==> src/rtl/eow_pkg.sv <==
package eow_pkg;
  localparam int DATA_W   = 8;
  localparam int POLL_BIT = 7;
  localparam int TOG_BIT  = 6;

  function automatic logic eow_poll_bit(input logic [DATA_W-1:0] wr_data);
    return ~wr_data[POLL_BIT];
  endfunction

  function automatic logic [DATA_W-1:0] eow_status_word(input logic hit,
                                                        input logic poll,
                                                        input logic tog);
    logic [DATA_W-1:0] w;
    w = '0;
    w[POLL_BIT] = hit & poll;
    w[TOG_BIT]  = tog;
    return w;
  endfunction

  function automatic logic [DATA_W-1:0] eow_status_mask(input logic hit);
    logic [DATA_W-1:0] m;
    m = '0;
    m[POLL_BIT] = hit;
    m[TOG_BIT]  = 1'b1;
    return m;
  endfunction
endpackage

==> src/rtl/eow_cycle_timer.sv <==
module eow_cycle_timer #(
  parameter int CYC_CLKS = 250000
) (
  input  logic clk,
  input  logic rst_n,
  input  logic start_i,
  output logic busy_o,
  output logic done_o
);
  localparam int CNT_W = $clog2(CYC_CLKS + 1);
  localparam int RUN_W = CNT_W + 1;

  logic [CNT_W-1:0] cnt_q;
  logic [RUN_W-1:0] run_len_q;

  always_ff @(posedge clk or negedge rst_n) begin
    if (!rst_n) begin
      cnt_q <= '0;
    end else if (start_i && cnt_q == '0) begin
      cnt_q <= CNT_W'(CYC_CLKS);
    end else if (cnt_q != '0) begin
      cnt_q <= cnt_q - 1'b1;
    end
  end

  assign busy_o = (cnt_q != '0);
  assign done_o = (cnt_q == CNT_W'(1));

  always_ff @(posedge clk or negedge rst_n) begin
    if (!rst_n)      run_len_q <= '0;
    else if (busy_o) run_len_q <= run_len_q + 1'b1;
    else             run_len_q <= '0;
  end

  assert_busy_after_start_R2: assert property (@(posedge clk) disable iff (!rst_n)
    (start_i && !busy_o) |=> busy_o);

  assert_busy_length_R2: assert property (@(posedge clk) disable iff (!rst_n)
    $fell(busy_o) |-> (run_len_q == RUN_W'(CYC_CLKS)));

  assert_no_restart_R3: assert property (@(posedge clk) disable iff (!rst_n)
    (busy_o && !done_o) |=> busy_o);
endmodule

==> src/rtl/eow_write_capture.sv <==
module eow_write_capture #(
  parameter int ADDR_W = 13
) (
  input  logic              clk,
  input  logic              rst_n,
  input  logic              take_i,
  input  logic              busy_i,
  input  logic [ADDR_W-1:0] addr_i,
  input  logic [7:0]        data_i,
  output logic [ADDR_W-1:0] last_addr_o,
  output logic [7:0]        last_data_o
);
  always_ff @(posedge clk or negedge rst_n) begin
    if (!rst_n) begin
      last_addr_o <= '0;
      last_data_o <= '0;
    end else if (take_i) begin
      last_addr_o <= addr_i;
      last_data_o <= data_i;
    end
  end

  assert_hold_while_busy_R3: assert property (@(posedge clk) disable iff (!rst_n)
    busy_i |=> ($stable(last_addr_o) && $stable(last_data_o)));
endmodule

==> src/rtl/eow_status_former.sv <==
module eow_status_former #(
  parameter int ADDR_W = 13
) (
  input  logic              clk,
  input  logic              rst_n,
  input  logic              busy_i,
  input  logic              new_cycle_i,
  input  logic              rd_stb_i,
  input  logic [ADDR_W-1:0] rd_addr_i,
  input  logic [7:0]        array_data_i,
  input  logic [ADDR_W-1:0] last_addr_i,
  input  logic [7:0]        last_data_i,
  output logic [7:0]        rsp_data_o,
  output logic [7:0]        rsp_oe_o
);
  import eow_pkg::*;

  logic       tog_q;
  logic       addr_hit;
  logic       status_rd;
  logic [7:0] nxt_data;
  logic [7:0] nxt_oe;

  assign addr_hit  = (rd_addr_i == last_addr_i);
  assign status_rd = rd_stb_i & busy_i;

  always_comb begin
    nxt_data = '0;
    nxt_oe   = '0;
    if (status_rd) begin
      nxt_data = eow_status_word(addr_hit, eow_poll_bit(last_data_i), tog_q);
      nxt_oe   = eow_status_mask(addr_hit);
    end else if (rd_stb_i) begin
      nxt_data = array_data_i;
      nxt_oe   = '1;
    end
  end

  always_ff @(posedge clk or negedge rst_n) begin
    if (!rst_n) begin
      tog_q <= 1'b0;
    end else if (new_cycle_i) begin
      tog_q <= 1'b0;
    end else if (status_rd) begin
      tog_q <= ~tog_q;
    end
  end

  always_ff @(posedge clk or negedge rst_n) begin
    if (!rst_n) begin
      rsp_data_o <= '0;
      rsp_oe_o   <= '0;
    end else begin
      rsp_data_o <= nxt_data;
      rsp_oe_o   <= nxt_oe;
    end
  end

  assert_toggle_clear_R6: assert property (@(posedge clk) disable iff (!rst_n)
    new_cycle_i |=> !tog_q);

  assert_poll_inverse_R4: assert property (@(posedge clk) disable iff (!rst_n)
    (status_rd && addr_hit) |=> (rsp_oe_o[7] && rsp_data_o[7] != $past(last_data_i[7])));

  assert_status_mask_R5: assert property (@(posedge clk) disable iff (!rst_n)
    status_rd |=> (rsp_oe_o[5:0] == 6'd0 && rsp_oe_o[6]));

  assert_idle_read_R7: assert property (@(posedge clk) disable iff (!rst_n)
    (rd_stb_i && !busy_i) |=> (rsp_oe_o == 8'hFF && rsp_data_o == $past(array_data_i)));

  assert_quiet_R8: assert property (@(posedge clk) disable iff (!rst_n)
    !rd_stb_i |=> (rsp_oe_o == 8'h00));
endmodule

==> src/rtl/eow_status_reporter.sv <==
module eow_status_reporter #(
  parameter int ADDR_W   = 13,
  parameter int CYC_CLKS = 250000
) (
  input  logic              clk,
  input  logic              rst_n,
  input  logic              commit_i,
  input  logic [ADDR_W-1:0] commit_addr_i,
  input  logic [7:0]        commit_data_i,
  input  logic              rd_stb_i,
  input  logic [ADDR_W-1:0] rd_addr_i,
  input  logic [7:0]        array_data_i,
  output logic [7:0]        rsp_data_o,
  output logic [7:0]        rsp_oe_o,
  output logic              rb_pull_o
);
  logic              busy;
  logic              cycle_done;
  logic              commit_take;
  logic [ADDR_W-1:0] last_addr;
  logic [7:0]        last_data;

  assign commit_take = commit_i & ~busy;

  eow_cycle_timer #(.CYC_CLKS(CYC_CLKS)) u_timer (
    .clk     (clk),
    .rst_n   (rst_n),
    .start_i (commit_take),
    .busy_o  (busy),
    .done_o  (cycle_done)
  );

  eow_write_capture #(.ADDR_W(ADDR_W)) u_capture (
    .clk         (clk),
    .rst_n       (rst_n),
    .take_i      (commit_take),
    .busy_i      (busy),
    .addr_i      (commit_addr_i),
    .data_i      (commit_data_i),
    .last_addr_o (last_addr),
    .last_data_o (last_data)
  );

  eow_status_former #(.ADDR_W(ADDR_W)) u_former (
    .clk          (clk),
    .rst_n        (rst_n),
    .busy_i       (busy),
    .new_cycle_i  (commit_take),
    .rd_stb_i     (rd_stb_i),
    .rd_addr_i    (rd_addr_i),
    .array_data_i (array_data_i),
    .last_addr_i  (last_addr),
    .last_data_i  (last_data),
    .rsp_data_o   (rsp_data_o),
    .rsp_oe_o     (rsp_oe_o)
  );

  assign rb_pull_o = busy;

  assert_release_R2: assert property (@(posedge clk) disable iff (!rst_n)
    cycle_done |=> !rb_pull_o);
endmodule

==> config.mk <==
export PLATFORM = sky130hd
export DESIGN_NAME = eow_status_reporter
export DESIGN_NICKNAME = d
export VERILOG_FILES = /design/src/rtl/eow_pkg.sv /design/src/rtl/eow_cycle_timer.sv /design/src/rtl/eow_write_capture.sv /design/src/rtl/eow_status_former.sv /design/src/rtl/eow_status_reporter.sv
export SDC_FILE = /design/constraint.sdc
export NUM_CORES = 1
export LEC_CHECK = 0
export ABC_AREA = 1
export CAP_MARGIN = 15
export CORE_UTILIZATION = 40
export DETAILED_ROUTE_END_ITERATION = 10
export GPL_TIMING_DRIVEN = 1
export HOLD_SLACK_MARGIN = 0.06
export PLACE_DENSITY = 0.71
export SYNTH_ARGS = -nofsm -noshare
export SYNTH_HDL_FRONTEND = slang
export SYNTH_SLANG_ARGS = --single-unit
==> constraint.sdc <==
create_clock -name clk -period 1.8 [get_ports clk]
set_clock_uncertainty 0.15 [all_clocks]
set_input_delay 0.36 -clock clk [delete_from_list [all_inputs] [get_ports clk]]
set_output_delay 0.36 -clock clk [all_outputs]
set_load 0.02 [all_outputs]
Word level (Yosys, flattened, before mapping). Index checks and enable logic that the tools add are counted.

Register bits after elaboration: 56. Bits of input ports: 46. Output and inout port bits: 17. Word-level logic and storage cells: 27.

Reductions and logical operators: 5. Muxes and demuxes: 8. $add $sub $neg: 1. Equal/unequal tests: 1. Bitwise logic cells: 6.

Operator list (count): $mux W18 (2); $mux W8 (4); $logic_not A18 Y1 (1); $reduce_bool A18 Y1 (1); $sub A18 B1 Y18 const B (1); $eq A13 B13 Y1 (1); $reduce_bool A2 Y1 (2); $and A1 B1 Y1 (3); $not A1 Y1 (3); $mux W1 (2); $logic_and A1 B1 Y1 (1).

Depth between registers and ports, before layout. Gate-level depths: netlist of run 1.

Depth after elaboration: 5. Depth in mapped cells: 11. Mapped depth without buffers: 10.

Modules after synthesis. A second synthesis of run 1 with hierarchy kept.

Cells, all modules: 352. Area total of the unflattened synthesis: 2683.8 µm².

Modules (own cells, without submodules): eow_cycle_timer (area an instance 1157.4 µm², instances 1, cells each 152, sequential area each 450.4 µm²); eow_write_capture (area an instance 803.3 µm², instances 1, cells each 89, sequential area each 525.5 µm²); eow_status_former (area an instance 713.2 µm², instances 1, cells each 109, sequential area each 300.3 µm²); eow_status_reporter (area an instance 10.0 µm², instances 1, cells each 2, sequential area each 0.0 µm²).

Worst setup path after synthesis of run 1. No wires, ideal clock.

Kind: register to register. From: register u_timer.cnt_q[0]. To: register u_timer.cnt_q[12]. Arrival: 1497 ps. Period minus slack after synthesis: 1759 ps. Cell stages (with the launch flop): 11. Slack: 41 ps. Library setup time: 113 ps. Path buffers: 1. Data required time: 1537 ps. Cells stage by stage: dfrtp_1 inv_1 ha_1 nand2_2 nor2_4 nand3_2 buf_6 nor2_8 inv_2 nand2_1 inv_1.

Cells in the longest elaborated chain, start to end: 5. Elaborated cells between the ends (all ways): 9. Classes of those cells: add/sub (1); mux (2); bitwise (2); reduce/logical (4).

Ends and longest elaborated chain: start: declaration (RTL line eow_cycle_timer.sv:13) `logic [CNT_W-1:0] cnt_q;`; start signal: assignment (RTL line eow_cycle_timer.sv:20) `cnt_q <= CNT_W'(CYC_CLKS);`; start signal: assignment (RTL line eow_cycle_timer.sv:22) `cnt_q <= cnt_q - 1'b1;`; $reduce_bool A18 Y1 * (RTL line eow_cycle_timer.sv:26) `assign busy_o = (cnt_q != '0);`; named net rb_pull_o (RTL line eow_status_reporter.sv:15) `output logic rb_pull_o`; $not A1 Y1 (RTL line eow_status_reporter.sv:23) `assign commit_take = commit_i & ~busy;`; $and A1 B1 Y1 (RTL line eow_status_reporter.sv:23); $logic_and A1 B1 Y1 (RTL line eow_cycle_timer.sv:19) `end else if (start_i && cnt_q == '0) begin`; $mux W18 / $reduce_bool A2 Y1 (equally long branches).

Mark *: on every way through the listed nets, which the timed path passes. The rest lies on a longest branch. The select of a mux whose other input is x is not followed. A chain may end at the register's enable or synchronous reset.

Worst setup path in the final report of run 1.
From: register u_timer.cnt_q[10]. To: output port rb_pull_o.

Cells in the longest elaborated chain, start to end: 1.

Ends and longest elaborated chain (RTL line): $reduce_bool A18 Y1 (eow_cycle_timer.sv:26); end: declaration (eow_status_reporter.sv:15).

No other way between the ends.

==> results of run 1 <==
Yosys cell counts, types with 2 or more instances:
cell,n
a21oi_1,3
buf_4,5
buf_6,2
dfrtp_1,44
inv_1,36
inv_2,2
nand2_1,82
nand2_2,3
nand3_1,6
nand3b_1,2
nand4_1,2
nor2_1,37
nor2_2,2
nor2_4,2
nor3_1,3
o21ai_0,15
o21ai_2,5
xnor2_1,5
xor2_1,7
state kept, by name, indices dropped and copies added, names as in the netlist:
name                   count
u_capture.last_addr_o     13
u_capture.last_data_o      1
u_former.rsp_data_o        8
u_former.rsp_oe_o          3
u_former.tog_q             1
u_timer.cnt_q             18
worst reg2reg max path: cells and delay by family (launching register included):
family,cells,cell delay (ps)
buffers and inverters,3,400
flip-flops,1,400
AND/OR/NAND/NOR,6,580
AO/OA/AOI/OAI,1,60
power by group:
part	internal [mW]	total, mW	switching [mW]
registers	1.03	1.06	0.0284
clock network	0.264	0.586	0.322
logic	0.215	0.383	0.168
total	1.51	2.03	0.518
final timing paths:
path / end / cells after the start / startpoint
setup / recovery: rb_pull_o / 5 / u_timer.cnt_q[10]
max in group asynchronous: u_capture.last_addr_o[12] / 3 / rst_n
hold / removal: u_capture.last_addr_o[4] / 2 / u_capture.last_addr_o[4]
min in group asynchronous: u_timer.cnt_q[4] / 3 / rst_n
hold reg to reg: u_capture.last_addr_o[4] / 2 / u_capture.last_addr_o[4]
setup reg to reg: u_former.rsp_data_o[6] / 10 / u_timer.cnt_q[10]
metal layers:
layer	vias up	GRT usage (%)
met5	-	0
met4	0	7.92
met3	8	5.71
met2	41	27.3
met1	903	23.9
li1	1009	-
repair_timing:
item                       in CTS  in global routing
hold endpoints to repair       44                  0
hold buffers                    1                  0
gates resized for setup        10                 17
pin swaps                       0                  3
setup endpoints to repair       7                 23
cell type report:
class	instances	share of cell area (%)
clock inverter	1	0.157
tap	72	2.82
sequential	44	34.5
inverter	39	4.82
clock buffer	6	2.27
timing repair buffer	89	25.4
multi-input combinational	184	30.1
cells by family (layout without fill, tap and decap cells):
group | count (synthesis) | in the layout
flops | 44 | 44
xor+xnor | 12 | 12
simple gates | 145 | 145
fa+ha+maj | 1 | 1
buf+inv | 48 | 135
compound gates | 26 | 26
==> flow_metrics.tcl, run 1 <==
set metrics [dict create \
    status "finished, final reports clean" \
    route.layer.met1.wl_um 2280 \
    most-common-layout-cells "nand2_1, clkdlybuf4s50_1, dfrtp_1" \
    synth_compound_area_share_pct 7.08 \
    clkTransAtPathRegs_ps 80 \
    synth_ff_type "dfrtp_1" \
    grt_max_degree 45 \
    synth.area.top_cells "dfrtp_1, nand2_1, nor2_1" \
    crit_arrival_ps 1290 \
    hold_class "flop to flop" \
    cts_tree "done" \
    path_max_fanout 2 \
    reg2reg_slack_ps 130 \
    regArea_um2 1100 \
    route.met2.wl_um 2250 \
    relSlewSlack_pct 79.1 \
    grt_overflow 0 \
    synth_area_um2 2260 \
    nNetsFinal 410 \
    top_layer "met4" \
    total_power_mw 2.03 \
    antenna_found_initial 0 \
    track_usage_pct 18.2 \
    synthToLayoutAreaGrowth_pct 41.3 \
    gp_congestion 0.876 \
    first_pass_iters 4 \
    synth_nets 323 \
    synth_xor_area_share_pct 4.65 \
    finalInstanceArea_um2 3200 \
    finalCritPeriodShare_pct 99.9 \
    cts.sinks 44 \
    post_drt_via_cell_ratio 4.51 \
    drive_above_1_share_pct 20.1 \
    synth_edf_count 0 \
    placed_cells 427 \
    p_per_area_nw_per_um2 635 \
    antenna_left 0 \
    core-area_um2 5470 \
    yosysTopAreaCellShare_pct 48.7 \
    clockBufferDepth 2 \
    yosys.area_share.adder_pct 0.553 \
    postSynth.asyncResetShare_pct 100 \
    multi_input_area_um2 961 \
    synth-seq-area-share_pct 48.7 \
    post-route-util_pct 58.4 \
    synth_area_leader_cell "dfrtp_1" \
    synthMuxAreaShare_pct 0 \
    synth_area_per_cell_um2 8.20 \
    grt_pass1_vias 1938 \
    clockRootBuffer "clkbuf_8" \
    setup_viol_count_final 0 \
    synth-simple-area-share_pct 28.7 \
    hold_violations 0 \
    post-place-ws_ps -144 \
    wire_per_inst_um 11.2 \
    final_common_cell "nand2_1" \
    io_buffers 55 \
    fmax_mhz 556 \
    fin_crit_ps 1800 \
    max-cap-violations 0 \
    drt_iter0_markers 57 \
    ys_seq_elements 44 \
    fillers 510 \
    cp_slowest_stage_delay_ps 400 \
    fin_ws_ps 1.42 \
    synth_cell_type_count 32 \
    io_pins 63 \
    path_class "flop to primary output" \
    post-dp-hpwl_um 3650 \
    place_area_um2 3070 \
    rows 27 \
    met3_length_um 237 \
    ir_drop_mv 0.407 \
    rsz0062_at_grt "yes" \
    die_x_um 77.2 \
    crit_path_top_delay_cell "dfrtp_1" \
    cp-end-kind "primary output" \
    cp_top_family "simple AND/OR/NAND/NOR gates" \
    clock_latency_ps 300 \
    syn-instance-count 276 \
    drc 0 \
    h-tree-depth 2 \
    drt-total-wl_um 4860 \
    worst-path-buf-inv 1 \
    yosys_warnings 0 \
    vias 1961 \
    p_leak_nw 1.66 \
    antenna_cells 0 \
    numCtsBuffers 5 \
    whs_ps 368 \
    worst_pin_slew_ps 312 \
    required_ps 1290 \
    grt_pass1_wl_um 8410 \
    synth_top_family_by_area "simple AND/OR/NAND/NOR gates" \
    crit_chain "nor2_2, nand2_2, nor2_4, nand3_2, buf_6" \
    cts_setup_buffers 0 \
    start_util_pct 41.3 \
    cp-start-kind "flop" \
    die_area_um2 5960 \
    dieHeight_um 77.2 \
    slew_violations 0 \
    tns_ps 0 \
    fin_cells 435 \
]
Note: power is estimated with default switching activity, not from simulation.
==> inputs of run 2 (changes only) <==
Settings changed: CORE_ASPECT_RATIO set to 2, GPL_TIMING_DRIVEN 1 to 0, REMOVE_ABC_BUFFERS set to 1.
==> run 2 against run 1 <==
Effect of this change: the flow now finishes with violations (negative setup slack); design area fell by 0.86%; first-iteration DRC count fell by 26%; routed wire length rose by 8.9%; cell count decreased by 4.4%; fmax down 6.2%; clock power grew 6.3%; die area increased by 0.31%; critical path depth stayed put; sequential share of layout area rose by 0.30 points; core utilization grew 0.058 points; register-to-register slack got worse by 170 ps; largest power group unchanged; highest routed layer unchanged.
==> flow_metrics.tcl, run 2 (synthesis gave the netlist of run 1 again) <==
set metrics [dict create \
    cp-end-kind "primary output" \
    slew_violations 0 \
    nNetsFinal 402 \
    cts_tree "done" \
    most-common-layout-cells "nand2_1, clkdlybuf4s50_1, dfrtp_1" \
    final_common_cell "nand2_1" \
    drt_iter0_markers 42 \
    fin_ws_ps -117 \
    p_sw_share_pct 27.0 \
    antenna_cells 0 \
    antenna_left 0 \
    finalCritPeriodShare_pct 106 \
    synthToLayoutAreaGrowth_pct 40.0 \
    crit_arrival_ps 1410 \
    numCtsBuffers 5 \
    io_pins 63 \
    cts.sinks 44 \
    status "finished with violations" \
    fillers 496 \
    drive_above_1_share_pct 17.7 \
    h-tree-depth 2 \
    path_class "flop to primary output" \
    track_usage_pct 20.1 \
    grt_pass1_vias 2095 \
    largest_register_ffs 18 \
    multi_input_area_um2 973 \
    cp-start-kind "flop" \
    p_seq_share_pct 53.1 \
    cp_top_family "simple AND/OR/NAND/NOR gates" \
    finalInstanceArea_um2 3170 \
    relSlewSlack_pct 74.0 \
    hold_violations 0 \
    clockBufferDepth 2 \
    fmax_mhz 522 \
    p_leak_nw 1.63 \
    io_buffers 55 \
    rsz0062_at_grt "yes" \
    top_regs "u_timer.cnt_q: 18 flops, u_capture.last_addr_o: 13 flops, u_former.rsp_data_o: 8 flops" \
    start_util_pct 41.7 \
    antenna_found_initial 0 \
    worst_pin_slew_ps 388 \
    grt_max_degree 34 \
    post_drt_via_cell_ratio 4.82 \
    cp_slowest_stage_delay_ps 430 \
    clkTransAtPathRegs_ps 90 \
    first_pass_iters 5 \
    place_area_um2 2820 \
    crit_chain "nor2_1, nand2_1, nor2_4, nand3_4, buf_6" \
    max-cap-violations 0 \
    dieHeight_um 108 \
    rows 38 \
    wire_per_inst_um 12.7 \
    path_max_fanout 3 \
    clock_latency_ps 300 \
    failed_checks "negative setup slack" \
    drc 0 \
    p_switching_uw 548 \
    gp_congestion 0.879 \
    setup_viol_count_final 2 \
    fin_crit_ps 1920 \
    crit_path_top_delay_cell "dfrtp_1" \
    worst-path-buf-inv 1 \
    post-dp-hpwl_um 3710 \
    pwr-share-clk_pct 30.7 \
    die_x_um 55.2 \
    grt_overflow 0 \
    total_power_mw 2.03 \
    largest_register "u_timer.cnt_q" \
    intPower_mw 1.48 \
    p_per_area_nw_per_um2 641 \
    vias 2006 \
    regArea_um2 1100 \
    drt-total-wl_um 5290 \
    ir_drop_mv 0.533 \
    worstSetupStartpoint "u_timer.cnt_q[7]" \
    die_area_um2 5980 \
    required_ps 1290 \
    hold_class "input port to async pin" \
    power_frac_comb_pct 16.2 \
    core-area_um2 5420 \
    grt_pass1_wl_um 8670 \
    r2r-start "u_timer.cnt_q[7]" \
    clockRootBuffer "clkbuf_8" \
]
run 2: routing by layer:
layer | GRT usage (%) | share of wire [%]
met2 | 37.7 | 58
met5 | 0 | 0
met3 | 2.25 | 2.9
met1 | 19.4 | 33
met4 | 10.9 | 5.4
run 2: worst paths after layout:
check                                      endpoint  slack, ps  depth (start not counted)
min                          u_former.rsp_data_o[5]        330                          2
max in group asynchronous  u_capture.last_addr_o[6]        690                          3
max                                       rb_pull_o       -120                          5
min in group clk           u_capture.last_addr_o[3]        360                          2
min reg2reg                u_capture.last_addr_o[3]        360                          2
max reg2reg                  u_former.rsp_data_o[6]        -40                         10
run 2: final cells by class:
type,instances,share of cell area [%]
Timing Repair Buffer,79,24.0
Inverter,39,4.86
Multi-Input combinational cell,184,30.7
Tap cell,60,2.37
Timing Repair inverter,2,0.553
Clock buffer,5,2.17
Clock inverter,3,0.592
Sequential cell,44,34.8
run 2: worst reg2reg max path, cell delays in order (launching register included):
cell and delay [ps]:
dfrtp_1 430, nor2_1 140, nand2_1 120, nor2_4 160
nand3_4 110, buf_4 230, inv_2 110, nand2_4 90
inv_2 80, nand2_1 50, o21ai_0 80
run 2: power by group through the flow:
stage	Sequential, mW	Combinational, mW	Clock (mW)
4_1_cts	1.08	0.322	0.636
3_3_place_gp	1.10	0.266	0
5_1_grt	1.08	0.367	0.671
3_5_place_dp	1.10	0.273	0
6_report	1.08	0.329	0.623
2_1_floorplan	1.09	0.125	0
run 2: timing repair:
action,in CTS,in global routing
cloned,1,1
hold endpoints to repair,11,0
gates resized for setup,27,1
hold buffers,1,0
pin swaps,7,1
buffers inserted,13,9
setup endpoints to repair,50,22
run 2: metrics by stage:
step | hold WS (ps) | setup TNS, ps | utilization, % | setup WS (ps) | std cells
2_1_floorplan | -85.6 | -2960 | - | -241 | 267
3_3_place_gp | 335 | -56310 | 51.7 | -1020 | 382
5_1_grt | 348 | -536 | 58.4 | -144 | 416
3_5_place_dp | 113 | -12600 | 52.0 | -836 | 383
4_1_cts | 311 | -109 | 56.5 | -98.9 | 406
6_report | 327 | -161 | 58.4 | -117 | 416
